<file path="src/rtl/wbank_pkg.sv">
package wbank_pkg;

    // Destination chosen by the last address byte
    typedef enum logic [1:0] {
        TGT_NONE = 2'd0,
        TGT_DCP  = 2'd1,
        TGT_STAT = 2'd2
    } tgt_e;

    // Address byte value that selects the status register
    localparam int STAT_ADDR = 7;

endpackage

</file>
<file path="src/rtl/wbank_addr_decode.sv">
module wbank_addr_decode
    import wbank_pkg::*;
#(
    parameter int N_DCP = 4,
    parameter int DW    = 8,
    localparam int CW   = (N_DCP > 1) ? $clog2(N_DCP) : 1
) (
    input  logic [DW-1:0] addr_byte_i,
    output tgt_e          tgt_o,
    output logic [CW-1:0] col_o
);

    always_comb begin
        tgt_o = TGT_NONE;
        col_o = '0;
        if (addr_byte_i < DW'(N_DCP)) begin
            tgt_o = TGT_DCP;
            col_o = addr_byte_i[CW-1:0];
        end else if (addr_byte_i == DW'(STAT_ADDR)) begin
            tgt_o = TGT_STAT;
        end
    end

endmodule

</file>
<file path="src/rtl/wbank_read_mux.sv">
module wbank_read_mux
    import wbank_pkg::*;
#(
    parameter int N_DCP = 4,
    parameter int N_ROW = 4,
    parameter int DW    = 8,
    localparam int CW   = (N_DCP > 1) ? $clog2(N_DCP) : 1,
    localparam int RW   = (N_ROW > 1) ? $clog2(N_ROW) : 1,
    localparam int SW   = RW + 1
) (
    input  tgt_e                                  tgt_i,
    input  logic [SW-1:0]                         stat_i,
    input  logic [CW-1:0]                         col_i,
    input  logic [N_DCP-1:0][DW-1:0]              wiper_i,
    input  logic [N_ROW-1:0][N_DCP-1:0][DW-1:0]   dr_i,
    output logic [DW-1:0]                         rd_data_o
);

    logic [RW-1:0] row;
    assign row = stat_i[SW-1:1];

    always_comb begin
        rd_data_o = '0;
        unique case (tgt_i)
            TGT_STAT: rd_data_o = DW'(stat_i);
            TGT_DCP:  rd_data_o = stat_i[0] ? dr_i[row][col_i] : wiper_i[col_i];
            default:  rd_data_o = '0;
        endcase
    end

endmodule

</file>
<file path="src/rtl/wbank_busy_timer.sv">
module wbank_busy_timer #(
    parameter int BUSY_CYCLES = 250000,
    localparam int TW = $clog2(BUSY_CYCLES + 1)
) (
    input  logic clk,
    input  logic rst_n,
    input  logic start_i,
    output logic busy_o,
    output logic done_o
);

    logic [TW-1:0] cnt_d, cnt_q;

    always_comb begin
        cnt_d = cnt_q;
        if (cnt_q != '0) begin
            cnt_d = cnt_q - 1'b1;
        end else if (start_i) begin
            cnt_d = TW'(BUSY_CYCLES);
        end
    end

    always_ff @(posedge clk or negedge rst_n) begin
        if (!rst_n) begin
            cnt_q <= '0;
        end else begin
            cnt_q <= cnt_d;
        end
    end

    assign busy_o = (cnt_q != '0);
    assign done_o = (cnt_q == TW'(1));

endmodule

</file>
<file path="src/rtl/wiper_bank.sv">
module wiper_bank
    import wbank_pkg::*;
#(
    parameter int N_DCP       = 4,
    parameter int N_ROW       = 4,
    parameter int DW          = 8,
    parameter int BUSY_CYCLES = 250000,
    parameter logic [N_ROW*N_DCP*DW-1:0] DR_INIT =
        128'h43424140_33323130_23222120_13121110,
    localparam int CW = (N_DCP > 1) ? $clog2(N_DCP) : 1,
    localparam int RW = (N_ROW > 1) ? $clog2(N_ROW) : 1,
    localparam int SW = RW + 1
) (
    input  logic                  clk,
    input  logic                  rst_n,
    input  logic                  wp_i,
    input  logic                  xfer_start_i,
    input  logic                  xfer_read_i,
    input  logic                  wr_valid_i,
    input  logic [DW-1:0]         wr_byte_i,
    input  logic                  rd_next_i,
    input  logic                  xfer_stop_i,
    input  logic                  store_req_i,
    input  logic [CW-1:0]         store_dcp_i,
    output logic [N_DCP*DW-1:0]   wiper_o,
    output logic [DW-1:0]         rd_data_o,
    output logic                  busy_o
);

    typedef struct packed {
        logic [N_ROW-1:0][N_DCP-1:0][DW-1:0] dr;
        logic [N_DCP-1:0][DW-1:0]            wiper;
        logic [N_DCP-1:0][DW-1:0]            pend;
        logic [N_DCP-1:0]                    pend_mask;
        logic [N_DCP-1:0][DW-1:0]            cm;
        logic [N_DCP-1:0]                    cm_mask;
        logic [RW-1:0]                       cm_row;
        logic [SW-1:0]                       stat;
        logic [CW-1:0]                       col;
        tgt_e                                tgt;
        logic                                active;
        logic                                is_read;
        logic                                want_addr;
        logic                                recall;
    } state_t;

    state_t st_d, st_q;

    // Column pointer advance with wrap inside the row
    function automatic logic [CW-1:0] col_step(input logic [CW-1:0] c);
        return (c == CW'(N_DCP - 1)) ? '0 : c + 1'b1;
    endfunction

    logic                     tmr_busy, tmr_done;
    logic                     commit_go;
    logic                     nv_sel;
    logic [RW-1:0]            sr_row;
    logic [RW-1:0]            new_row;
    logic [N_DCP-1:0]         mask_n;
    logic [N_DCP-1:0][DW-1:0] pend_n;
    tgt_e                     dec_tgt;
    logic [CW-1:0]            dec_col;

    assign nv_sel  = st_q.stat[0];
    assign sr_row  = st_q.stat[SW-1:1];
    assign new_row = wr_byte_i[SW-1:1];
    assign busy_o  = tmr_busy | st_q.recall;

    wbank_addr_decode #(
        .N_DCP (N_DCP),
        .DW    (DW)
    ) u_dec (
        .addr_byte_i (wr_byte_i),
        .tgt_o       (dec_tgt),
        .col_o       (dec_col)
    );

    wbank_busy_timer #(
        .BUSY_CYCLES (BUSY_CYCLES)
    ) u_tmr (
        .clk     (clk),
        .rst_n   (rst_n),
        .start_i (commit_go),
        .busy_o  (tmr_busy),
        .done_o  (tmr_done)
    );

    wbank_read_mux #(
        .N_DCP (N_DCP),
        .N_ROW (N_ROW),
        .DW    (DW)
    ) u_rmux (
        .tgt_i     (st_q.tgt),
        .stat_i    (st_q.stat),
        .col_i     (st_q.col),
        .wiper_i   (st_q.wiper),
        .dr_i      (st_q.dr),
        .rd_data_o (rd_data_o)
    );

    always_comb begin
        st_d      = st_q;
        commit_go = 1'b0;
        mask_n    = st_q.pend_mask;
        pend_n    = st_q.pend;

        if (st_q.recall) begin
            // one-cycle recall of row 0 after reset
            st_d.recall = 1'b0;
            for (int j = 0; j < N_DCP; j++) begin
                st_d.wiper[j] = st_q.dr[0][j];
            end
        end else begin
            // storage write finishes at the last busy cycle
            if (tmr_done) begin
                for (int j = 0; j < N_DCP; j++) begin
                    if (st_q.cm_mask[j]) begin
                        st_d.dr[st_q.cm_row][j] = st_q.cm[j];
                    end
                end
                st_d.cm_mask = '0;
            end

            if (!busy_o) begin
                if (xfer_start_i) begin
                    st_d.active    = 1'b1;
                    st_d.is_read   = xfer_read_i;
                    st_d.want_addr = !xfer_read_i;
                    st_d.pend_mask = '0;
                end

                if (wr_valid_i && st_q.active && !st_q.is_read) begin
                    if (st_q.want_addr) begin
                        st_d.want_addr = 1'b0;
                        st_d.tgt       = dec_tgt;
                        st_d.col       = dec_col;
                    end else begin
                        unique case (st_q.tgt)
                            TGT_STAT: begin
                                st_d.stat = wr_byte_i[SW-1:0];
                                if (wr_byte_i[0]) begin
                                    for (int j = 0; j < N_DCP; j++) begin
                                        st_d.wiper[j] = st_q.dr[new_row][j];
                                    end
                                end
                            end
                            TGT_DCP: begin
                                if (!nv_sel) begin
                                    st_d.wiper[st_q.col] = wr_byte_i;
                                end else begin
                                    mask_n[st_q.col] = 1'b1;
                                    pend_n[st_q.col] = wr_byte_i;
                                    st_d.pend_mask   = mask_n;
                                    st_d.pend        = pend_n;
                                    for (int j = 0; j < N_DCP; j++) begin
                                        st_d.wiper[j] = mask_n[j] ? pend_n[j]
                                                                  : st_q.dr[sr_row][j];
                                    end
                                end
                                st_d.col = col_step(st_q.col);
                            end
                            default: ;
                        endcase
                    end
                end

                if (rd_next_i && st_q.active && st_q.is_read && st_q.tgt == TGT_DCP) begin
                    if (nv_sel) begin
                        st_d.wiper[st_q.col] = st_q.dr[sr_row][st_q.col];
                    end
                    st_d.col = col_step(st_q.col);
                end
            end

            // stop always closes the transfer; commit only when allowed
            if (xfer_stop_i && st_q.active) begin
                if (!busy_o && wp_i && st_q.pend_mask != '0) begin
                    commit_go    = 1'b1;
                    st_d.cm      = st_q.pend;
                    st_d.cm_mask = st_q.pend_mask;
                    st_d.cm_row  = sr_row;
                end
                st_d.active    = 1'b0;
                st_d.pend_mask = '0;
            end

            // store request from the up/down side loses a same-cycle tie
            if (store_req_i && !busy_o && wp_i && sr_row == '0 && !commit_go) begin
                commit_go                 = 1'b1;
                st_d.cm_mask              = '0;
                st_d.cm_mask[store_dcp_i] = 1'b1;
                st_d.cm[store_dcp_i]      = st_q.wiper[store_dcp_i];
                st_d.cm_row               = '0;
            end
        end
    end

    always_ff @(posedge clk or negedge rst_n) begin
        if (!rst_n) begin
            st_q           <= '0;
            st_q.dr        <= DR_INIT;
            st_q.tgt       <= TGT_NONE;
            st_q.recall    <= 1'b1;
        end else begin
            st_q <= st_d;
        end
    end

    assign wiper_o = st_q.wiper;

endmodule

</file>
<file path="config.mk">
export PLATFORM = sky130hd
export DESIGN_NAME = wiper_bank
export DESIGN_NICKNAME = d
export VERILOG_FILES = /design/src/rtl/wbank_pkg.sv /design/src/rtl/wbank_addr_decode.sv /design/src/rtl/wbank_read_mux.sv /design/src/rtl/wbank_busy_timer.sv /design/src/rtl/wiper_bank.sv
export SDC_FILE = /design/constraint.sdc
export NUM_CORES = 1
export LEC_CHECK = 0
export BUFFER_PORTS_ARGS = -buffer_cell sky130_fd_sc_hd__buf_2
export CORE_UTILIZATION = 40
export CTS_CLUSTER_SIZE = 14
export DETAILED_ROUTE_END_ITERATION = 12
export PLACE_DENSITY_LB_ADDON = 0.3
export SLEW_MARGIN = 10
export SYNTH_ARGS = -nofsm -noshare
export SYNTH_HDL_FRONTEND = slang
export SYNTH_SLANG_ARGS = --single-unit
</file>
<file path="constraint.sdc">
create_clock -name clk -period 3.9 [get_ports clk]
set_input_delay 0.39 -clock clk [delete_from_list [all_inputs] [get_ports clk]]
set_output_delay 0.39 -clock clk [all_outputs]
set_load 0.02 [all_outputs]
</file>
# == After elaboration in Yosys (flattened, before gate mapping) ==
# Cells that the tools add are included.
# classes
add_sub_neg,2
magnitude_cmp,9
n_eq_ne,9
mux,90
n_bitwise,5
n_reduce_logical,41
# op_table
cell,n
128-bit two-way mux,10
128-bit bitwise mux,4
68-bit two-way mux,5
32-bit demux with 2-bit select,4
32-bit two-way mux,8
32-bit binary-select mux with 2-bit select,2
32-bit bitwise mux,4
8-bit two-way mux,11
42-bit two-way mux,2
38-bit two-way mux,2
36-bit two-way mux,2
32-bit one-hot mux with 2 select lines,1
8-bit binary-select mux with 2-bit select,3
18-bit two-way mux,2
8-bit demux with 2-bit select,2
24-bit two-way mux,1
"18-bit by 1-bit == test with 1-bit output, second input constant",1
18-bit nonzero test,1
3-bit nonzero test,6
"18-bit by 1-bit subtractor with 18-bit output, second input constant",1
16-bit two-way mux,1
2-bit two-way mux,8
8-bit one-hot mux with 2 select lines,1
1-bit logical AND,15
other kinds (26),59
# totals
register_bits,263
input_bits,19
output_inout_bits,41
elab_cells,195

# == Depth between registers and ports, before layout ==
# Gate-level depths: netlist (run 1).
# logic_depth
depth_word,20
depth_mapped,9
ltp_nobuf,7

# == Cells and area by module ==
# Synthesis (run 1) repeated with hierarchy kept, for this count alone.
# hier_totals
hier_cells,1696
hier_area_um2,17277.8
# modules_own_cells
mod,n_inst,cells_per_inst,area_each_um2,seq_area_each_um2
wiper_bank,1,1444,14701.6,6177.2
wbank_read_mux,1,138,1437.6,0.0
wbank_busy_timer,1,105,1074.8,450.4
wbank_addr_decode,1,9,63.8,0.0

# == Worst setup path before layout (run 1) ==
# Ideal clock, no wire load.
# synth_timing
kind,reg2out
start,register st_q[7] (netlist bit)
end,output rd_data_o[2]
arrival_time_ns,2.136
t_required_ns,3.510
path_slack_ns,1.374
path_stages_with_launch,7
path_buffers,2
cell_sequence,dfrtp_1 -> clkbuf_1 -> buf_1 -> mux4_2 -> mux2i_1 -> mux2_2 -> o21ai_0
# synth_between
elab_chain_len,4
elab_cells_between_ends,6
classes_between,mux: 6
# synth_lines
element,line,source
from (decl),wiper_bank.sv:47,"state_t st_d, st_q;"
from (signal assigned),wiper_bank.sv:205,st_q <= st_d;
8-bit binary-select mux with 2-bit select,wbank_read_mux.sv:26,TGT_DCP: rd_data_o = stat_i[0] ? dr_i[row][col_i] : wiper_i[col_i];
8-bit two-way mux (not written as such),wbank_read_mux.sv:26,
8-bit two-way mux (*),wbank_read_mux.sv:26,
8-bit one-hot mux with 2 select lines (*),wbank_read_mux.sv:24,unique case (tgt_i)
to (decl),wiper_bank.sv:26,"output logic [DW-1:0] rd_data_o,"
# Every way passes the cells marked *; elsewhere a longest branch is shown, timed or not. The select of a mux whose other input is x is not followed.

# == Worst setup path after layout (run 1) ==
# layout_timing
start,"register st_q, in the netlist sr_row[1]"
end,output rd_data_o[1]
# layout_between
elab_chain_len,6
# layout_lines
element,line
32-bit binary-select mux with 2-bit select,wbank_read_mux.sv:26
32-bit two-way mux (not written as such),wbank_read_mux.sv:26
8-bit binary-select mux with 2-bit select,wbank_read_mux.sv:26
8-bit two-way mux (not written as such),wbank_read_mux.sv:26
8-bit two-way mux,wbank_read_mux.sv:26
8-bit one-hot mux with 2 select lines,wbank_read_mux.sv:24
# No other way between the ends. The select of a mux whose other input is x is not followed.

==> impl_results.md, run 1 <==
* Clock network power share at 51.7%
* Met3 Routed Length at 8.34 mm
* Initial antenna violation count at 2
* Setup Skew at 0.0123 ns
* Post-synth EDFFs at 0
* Port Buffers at 59
* Largest net degree at the start of global routing at 107
* Skew-Pair Late Insertion Delay at 0.59 ns
* Die W at 206 µm
* Sequential share of power at 44.5%
* CP Capture Type: primary output
* Synth Flop Type: dfrtp_1
* CTS Buf Count at 31
* Fin worst setup slack at 0.0266 ns
* Initial Util at 40.6%
* Area of the mapped netlist at 16600 µm²
* DP Cell Count at 1989
* Combinational group share of total power at 3.9%
* Max-cap violation count at 0
* DRC at 0
* Net count reported at finish at 1524
* Root Driver: clkbuf_16
* Yosys top cell area share at 34.1%
* First-pass GRT wire length at 96.3 mm
* Max Freq at 258 MHz
* Worst vdd ir at 0.333 mV
* WHS at 0.0285 ns
* Sequential share of the synthesized area at 39.9%
* Routability Congestion at 1.03
* Status: finished, final reports clean
* Int Pwr at 0.00473 W
* Maximum fanout along the worst path at 31
* Chip height at 206 µm
* Synth cell types at 74
* Seq cells post-synth at 263
* Cell taking the most area after synthesis: dfrtp_1
* Critical path destination: rd_data_o[1]
* Final Hold Fails at 0
* IO Pins at 60
* Critical R2R Launch: sr_row[1]
* Die ar. at 42300 µm²
* HPWL Detailed at 47.3 mm
* RSZ-0062 raised after global routing: false
* Slew @ Worst Pin at 1.16 ns
* Reg-to-reg setup timing slack at 0.68 ns
* Metal-1 WL at 25.5 mm
* HP Class: input port to flip-flop
* Top cells by area, synth: dfrtp_1 (34%), mux2_2 (12%), mux4_2 (10%), dfstp_2 (5.9%), mux2i_1 (2.4%)
* CP startpoint: sr_row[1]
* Max clock buf depth at 3
* Setup tns final at 0 ns
* Core Region at 40900 µm²
* Post-Route WL at 66.1 mm
* Post-route ant nets at 0
* Mapped Cells at 1494
* Net Sw Frac at 23.0%
* Final min period at 3.87 ns
* CP Data Required Time at 3.51 ns
* Ys async rst share at 100%
* Initial DRT Pass Iterations at 7
* Setup crit start kind: flip-flop
* Layout cell share with drive strength beyond 1 at 31.4%
* GRT overflow at 0
* Power Density at 334 nW/µm²
* Tcrit/Tclk final at 99.3%
* Slew margin rel. at 22.1%
* Yosys warnings at 0
* Setup CP Type: flip-flop to primary output
* Via count at 14324
* Mapped Nets at 1526
* Fin. max-slew vios at 0
* # clock sinks at 263
* DR WL/cell at 32.3 µm
* CTS tree: yes
* Met2 WL post-DR at 27.7 mm
* Vias in the first global route at 13893
* Commonest non-fill, non-tap cell in the layout: dfrtp_1
* DR vias/cell at 6.99
* Most frequent cells in the layout: dfrtp_1 (223), mux2_2 (170), nand2_1 (99), mux4_2 (77), nor2_1 (61)
* H-tree levels at 1
* Depth of the most critical reg-to-reg path at 6
* Final Non-Filler Cells at 2049
* Syn Area/Cell at 11.1 µm²
* Final setup fails at 0
* Pre-CTS setup slack at 0.803 ns
* Post-CTS Setup Bufs at 0
* Sw power at 0.00141 W
* Critical Path AT at 3.48 ns
* Syn-to-layout area delta at 10.8%
* Clock-pin slew on the worst setup and hold paths at 0.06 ns
* Total GRT Usage at 31.5%
* Drt initial violations at 2104
* Leakage power total at 7.87 nW
* Top sig layer: met5
* Rows at 74
* Reg2reg end: st_q[32]
## cell families after synthesis
family                   after synthesis  synth area share (%)
AND/OR/NAND/NOR                      418                  14.0
AO/OA/AOI/OAI                        329                  14.7
other                                  1                0.0226
adder cells (fa/ha/maj)               13                 0.980
buffers and inverters                167                  5.02
flip-flops                           263                  39.9
multiplexers                         295                  24.9
XOR/XNOR                               8                 0.422
## Yosys cell counts, types with 7 or more instances
master,n
o211a_1,29
nor2b_1,39
buf_2,27
a221oi_1,22
o2111ai_1,14
mux2i_1,40
mux2_2,170
mux2_1,8
clkbuf_1,70
nand3_1,26
a22o_1,15
xnor2_1,7
nor2_1,61
o311ai_0,14
nand2_1,99
nor4_4,7
a31oi_1,14
mux4_2,77
o31ai_1,10
a22oi_1,19
dfstp_2,37
ha_1,13
nand2b_1,20
o211ai_1,36
inv_1,17
dfrtp_1,226
a211oi_1,41
nor4_1,7
o21ai_0,44
and2_1,17
nand4_1,20
nor3_1,45
buf_4,46
a21oi_1,35
and3_1,36
## state kept, by name, indices dropped and copies added, names as in the netlist
signal and cells:
st_q 210, wiper_o 32, u_tmr.cnt_q 18, sr_row 2
nv_sel 1
## per-layer routing
layer / vias up / track usage [%]
met3: 257 / 9.80
met2: 1078 / 44.7
met5: - / 1.67
li1: 5738 / -
met4: 4 / 18.1
met1: 7247 / 42.1
## power by group through the flow
stage | combinational, W | clock [W] | sequential, W
3_5_place_dp | 0.000232 | 0 | 0.00278
6_report | 0.000238 | 0.00318 | 0.00273
3_3_place_gp | 0.000230 | 0 | 0.00278
4_1_cts | 0.000234 | 0.00321 | 0.00273
5_1_grt | 0.000248 | 0.00332 | 0.00273
2_1_floorplan | 0.0000834 | 0 | 0.00278
## worst min path at each step
stage                               from        endpoint  slack (ns)  cells past startpoint
after floorplan                    rst_n          nv_sel        0.09                      0
after global placement    u_tmr.cnt_q[9]  u_tmr.cnt_q[9]        0.51                      1
after detailed placement           rst_n        st_q[39]        0.52                      1
after CTS                    xfer_stop_i         st_q[3]        0.01                      2
after global routing         xfer_stop_i         st_q[3]        0.03                      2
final                        xfer_stop_i         st_q[3]        0.03                      2
## final cells by class
cell class	instances	area (µm²)
Clock inverter	13	198
Tap cell	532	666
Fill cell	3859	22500
Clock buffer	44	915
Sequential cell	263	6630
Timing Repair Buffer	113	768
Inverter	19	71.3
Antenna cell	1	2.50
Multi-Input combinational cell	1064	9150
## stage by stage
stage	power, W	utilization [%]	cell area (µm²)
after floorplan	0.00286	-	16600
after global placement	0.00301	42.2	17300
after detailed placement	0.00301	42.2	17300
after CTS	0.00618	44.9	18400
after global routing	0.00630	44.9	18400
final	0.00615	45.0	18400
## worst max-delay path, stage by stage, from the launching register on
cell and delay (ns):
dfrtp_2 0.93, mux4_2 0.59, mux2i_1 0.44, mux2_2 0.35, o21ai_0 0.29, buf_2 0.27
## repair_timing
action | CTS | global route
hold buffers | 2 | 0
hold endpoints to repair | 96 | 0
resized for setup | 0 | 0
No activity file was read; power rests on OpenSTA's default activity.
==> run 2: changes to the inputs <==
==> constraint.sdc (replaced) <==
create_clock -name clk -period 3.9 [get_ports clk]
set_input_delay 0.195 -clock clk [delete_from_list [all_inputs] [get_ports clk]]
set_output_delay 0.195 -clock clk [all_outputs]
set_load 0.02 [all_outputs]
==> run 2 against run 1 <==
  * Register-to-register slack improved by 0.07 ns
  * Wire length decreased by 5.4%
  * Fmax increased by 6.5%
  * Worst hold slack improved by 0.0061 ns
  * Power increased by 3.1%
  * Cell count unchanged
  * Non-clock buffer count increased by 1
  * Critical path depth increased by 1
  * Clock power increased by 6%
  * Global-route usage decreased by 1.8 points
  * Sequential cell count unchanged
  * Critical endpoint is now rd_data_o[4]
  * Largest cell class unchanged
  * Highest routed layer unchanged
==> impl_results.md, run 2 (synthesis gave the netlist of run 1 again) <==
* Status: finished, final reports clean
* Drt initial violations at 2032
* Crit-path cells: buf_4, mux4_2, mux4_2, nand2_1, a21oi_1, buf_2
* Post-route ant nets at 0
* Rows at 74
* Clock-pin slew on the worst setup and hold paths at 0.06 ns
* Setup tns final at 0 ns
* Hold_sp: xfer_start_i
* First-pass GRT wire length at 92.2 mm
* IO Pins at 60
* Initial Util at 40.6%
* Max reg flops at 210
* DR WL/cell at 30.5 µm
* Worst vdd ir at 0.250 mV
* Fin. max-slew vios at 0
* Combinational group share of total power at 3.7%
* Routability Congestion at 1.02
* GRT overflow at 0
* Commonest non-fill, non-tap cell in the layout: dfrtp_1
* Slew margin rel. at 15.2%
* Reg-to-reg setup timing slack at 0.75 ns
* DP Cell Count at 1987
* CP max stage cell: dfrtp_2
* Hold EP: st_q[2]
* Skew-Pair Late Insertion Delay at 0.60 ns
* N_diodes at 0
* Critical R2R Launch: u_tmr.cnt_q[4]
* Most frequent CP cell: mux4_2
* Depth of the most critical reg-to-reg path at 5
* Post-CTS resize count at 0
* Crit-path max cell delay at 0.90 ns
* Final min period at 3.64 ns
* Post-CTS Setup Bufs at 0
* RSZ-0062 raised after global routing: false
* Die W at 206 µm
* Power Density at 344 nW/µm²
* Sequential share of power at 43.1%
* Int Pwr at 0.00492 W
* Critical Path AT at 3.44 ns
* Net Sw Frac at 22.3%
* M3 GR Usage at 8.11%
* Cell count of the worst hold path at 3
* Root Driver: clkbuf_16
* Leakage power total at 7.88 nW
* Grt peak-use layer: met2
* Largest Register: st_q
* Total GRT Usage at 29.8%
* Final Non-Filler Cells at 2049
* CP Capture Type: primary output
* Via count at 14033
* Tcrit/Tclk final at 93.2%
* Fill count at 3813
* Reg2reg end: wiper_o[23]
* Max-cap violation count at 0
* Met1 Use GR at 39.7%
* Max clock buf depth at 3
* Setup crit start kind: flip-flop
* Setup Skew at 0.0243 ns
* CP Data Required Time at 3.70 ns
* Final Hold Fails at 0
* H-tree levels at 1
* Clock network power share at 53.1%
* Largest net degree at the start of global routing at 111
* Port Buffers at 59
* Initial DRT Pass Iterations at 6
* Die ar. at 42300 µm²
* DR vias/cell at 6.85
* Hold Buf Count CTS at 5
* Sw power at 0.00141 W
* Core Region at 40900 µm²
* GR Layer Usage met2 at 43.8%
* # clock sinks at 263
* Net count reported at finish at 1525
* Post-Route WL at 62.6 mm
* Maximum fanout along the worst path at 23
* Initial antenna violation count at 2
* Final setup fails at 0
* HPWL Detailed at 44.0 mm
* CTS tree: yes
* Most frequent cells in the layout: dfrtp_1 (223), mux2_2 (170), nand2_1 (99), mux4_2 (77), nor2_1 (61)
* CTS Buf Count at 31
* Layout cell share with drive strength beyond 1 at 31.2%
* Chip height at 206 µm
* DRC at 0
* HP Class: input port to flip-flop
* Syn-to-layout area delta at 11.1%
* Setup CP Type: flip-flop to primary output
* Vias in the first global route at 13618
* Max Freq at 275 MHz
* Slew @ Worst Pin at 1.26 ns
-- run 2: cell count changes in the layout (fill, tap and decap cells not counted) --
cell | previous run | this run
bufinv_16 | 5 | 9
clkbuf_8 | 9 | 5
buf_12 | 4 | 1
dlygate4sd3_1 | 2 | 5
clkinv_2 | 6 | 4
clkinvlp_4 | 0 | 2
buf_4 | 49 | 50
clkbuf_1 | 4 | 5
clkinv_4 | 1 | 0
diode_2 | 1 | 0
-- run 2: layout make-up --
| class | instances | area, µm² | share of cell area (%) |
|---|---|---|---|
| clock inverters | 16 | 314 | 1.70 |
| clock buffers | 41 | 863 | 4.68 |
| multi-input cells | 1064 | 9150 | 49.6 |
| flip-flops and latches | 263 | 6630 | 36.0 |
| inverters | 19 | 71.3 | 0.387 |
| repair buffers | 114 | 746 | 4.04 |
| well taps | 532 | 666 | 3.61 |
-- run 2: through the flow --
stage                     hold slack [ns]  total power [W]  util, %  cell area [µm²]  setup WS, ns
after global routing               0.0279          0.00649     45.1            18400         0.141
after detailed placement            0.343          0.00301     42.1            17200         0.910
after floorplan                    -0.101          0.00286        -            16600          1.40
after CTS                         0.00846          0.00637     45.1            18400         0.294
final                              0.0345          0.00634     45.1            18400         0.263
after global placement              0.330          0.00301     42.1            17200         0.835
-- run 2: power groups by stage --
stage | sequential [W] | combinational, W | clock (W)
after floorplan | 0.00278 | 0.0000834 | 0
after global placement | 0.00278 | 0.000227 | 0
after detailed placement | 0.00278 | 0.000227 | 0
after CTS | 0.00273 | 0.000230 | 0.00341
after global routing | 0.00273 | 0.000246 | 0.00351
final | 0.00273 | 0.000237 | 0.00337
-- run 2: worst max-delay path by stage --
stage | slack [ns] | end | from | cells past startpoint
global route | 0.14 | rd_data_o[0] | sr_row[0] | 6
CTS | 0.29 | rd_data_o[4] | sr_row[0] | 6
floorplan | 1.40 | wiper_o[2] | st_q[6] | 8
global placement | 0.83 | wiper_o[23] | u_tmr.cnt_q[4] | 5
detailed placement | 0.91 | st_q[29] | sr_row[0] | 6
finish | 0.26 | rd_data_o[4] | sr_row[0] | 6
-- run 2: critical path, delay by kind of cell (launching register included) --
family | cells | cell delay [ns]
buf+inv | 2 | 0.52
simple gates | 1 | 0.12
compound gates | 1 | 0.12
mux | 2 | 1.15
flops | 1 | 0.90
-- run 2: per-layer routing --
metal | vias up | routed length [µm]
met4 | 2 | 3880
met2 | 989 | 26800
li1 | 5741 | -
met1 | 7076 | 24200
met5 | - | 8
met3 | 225 | 7660
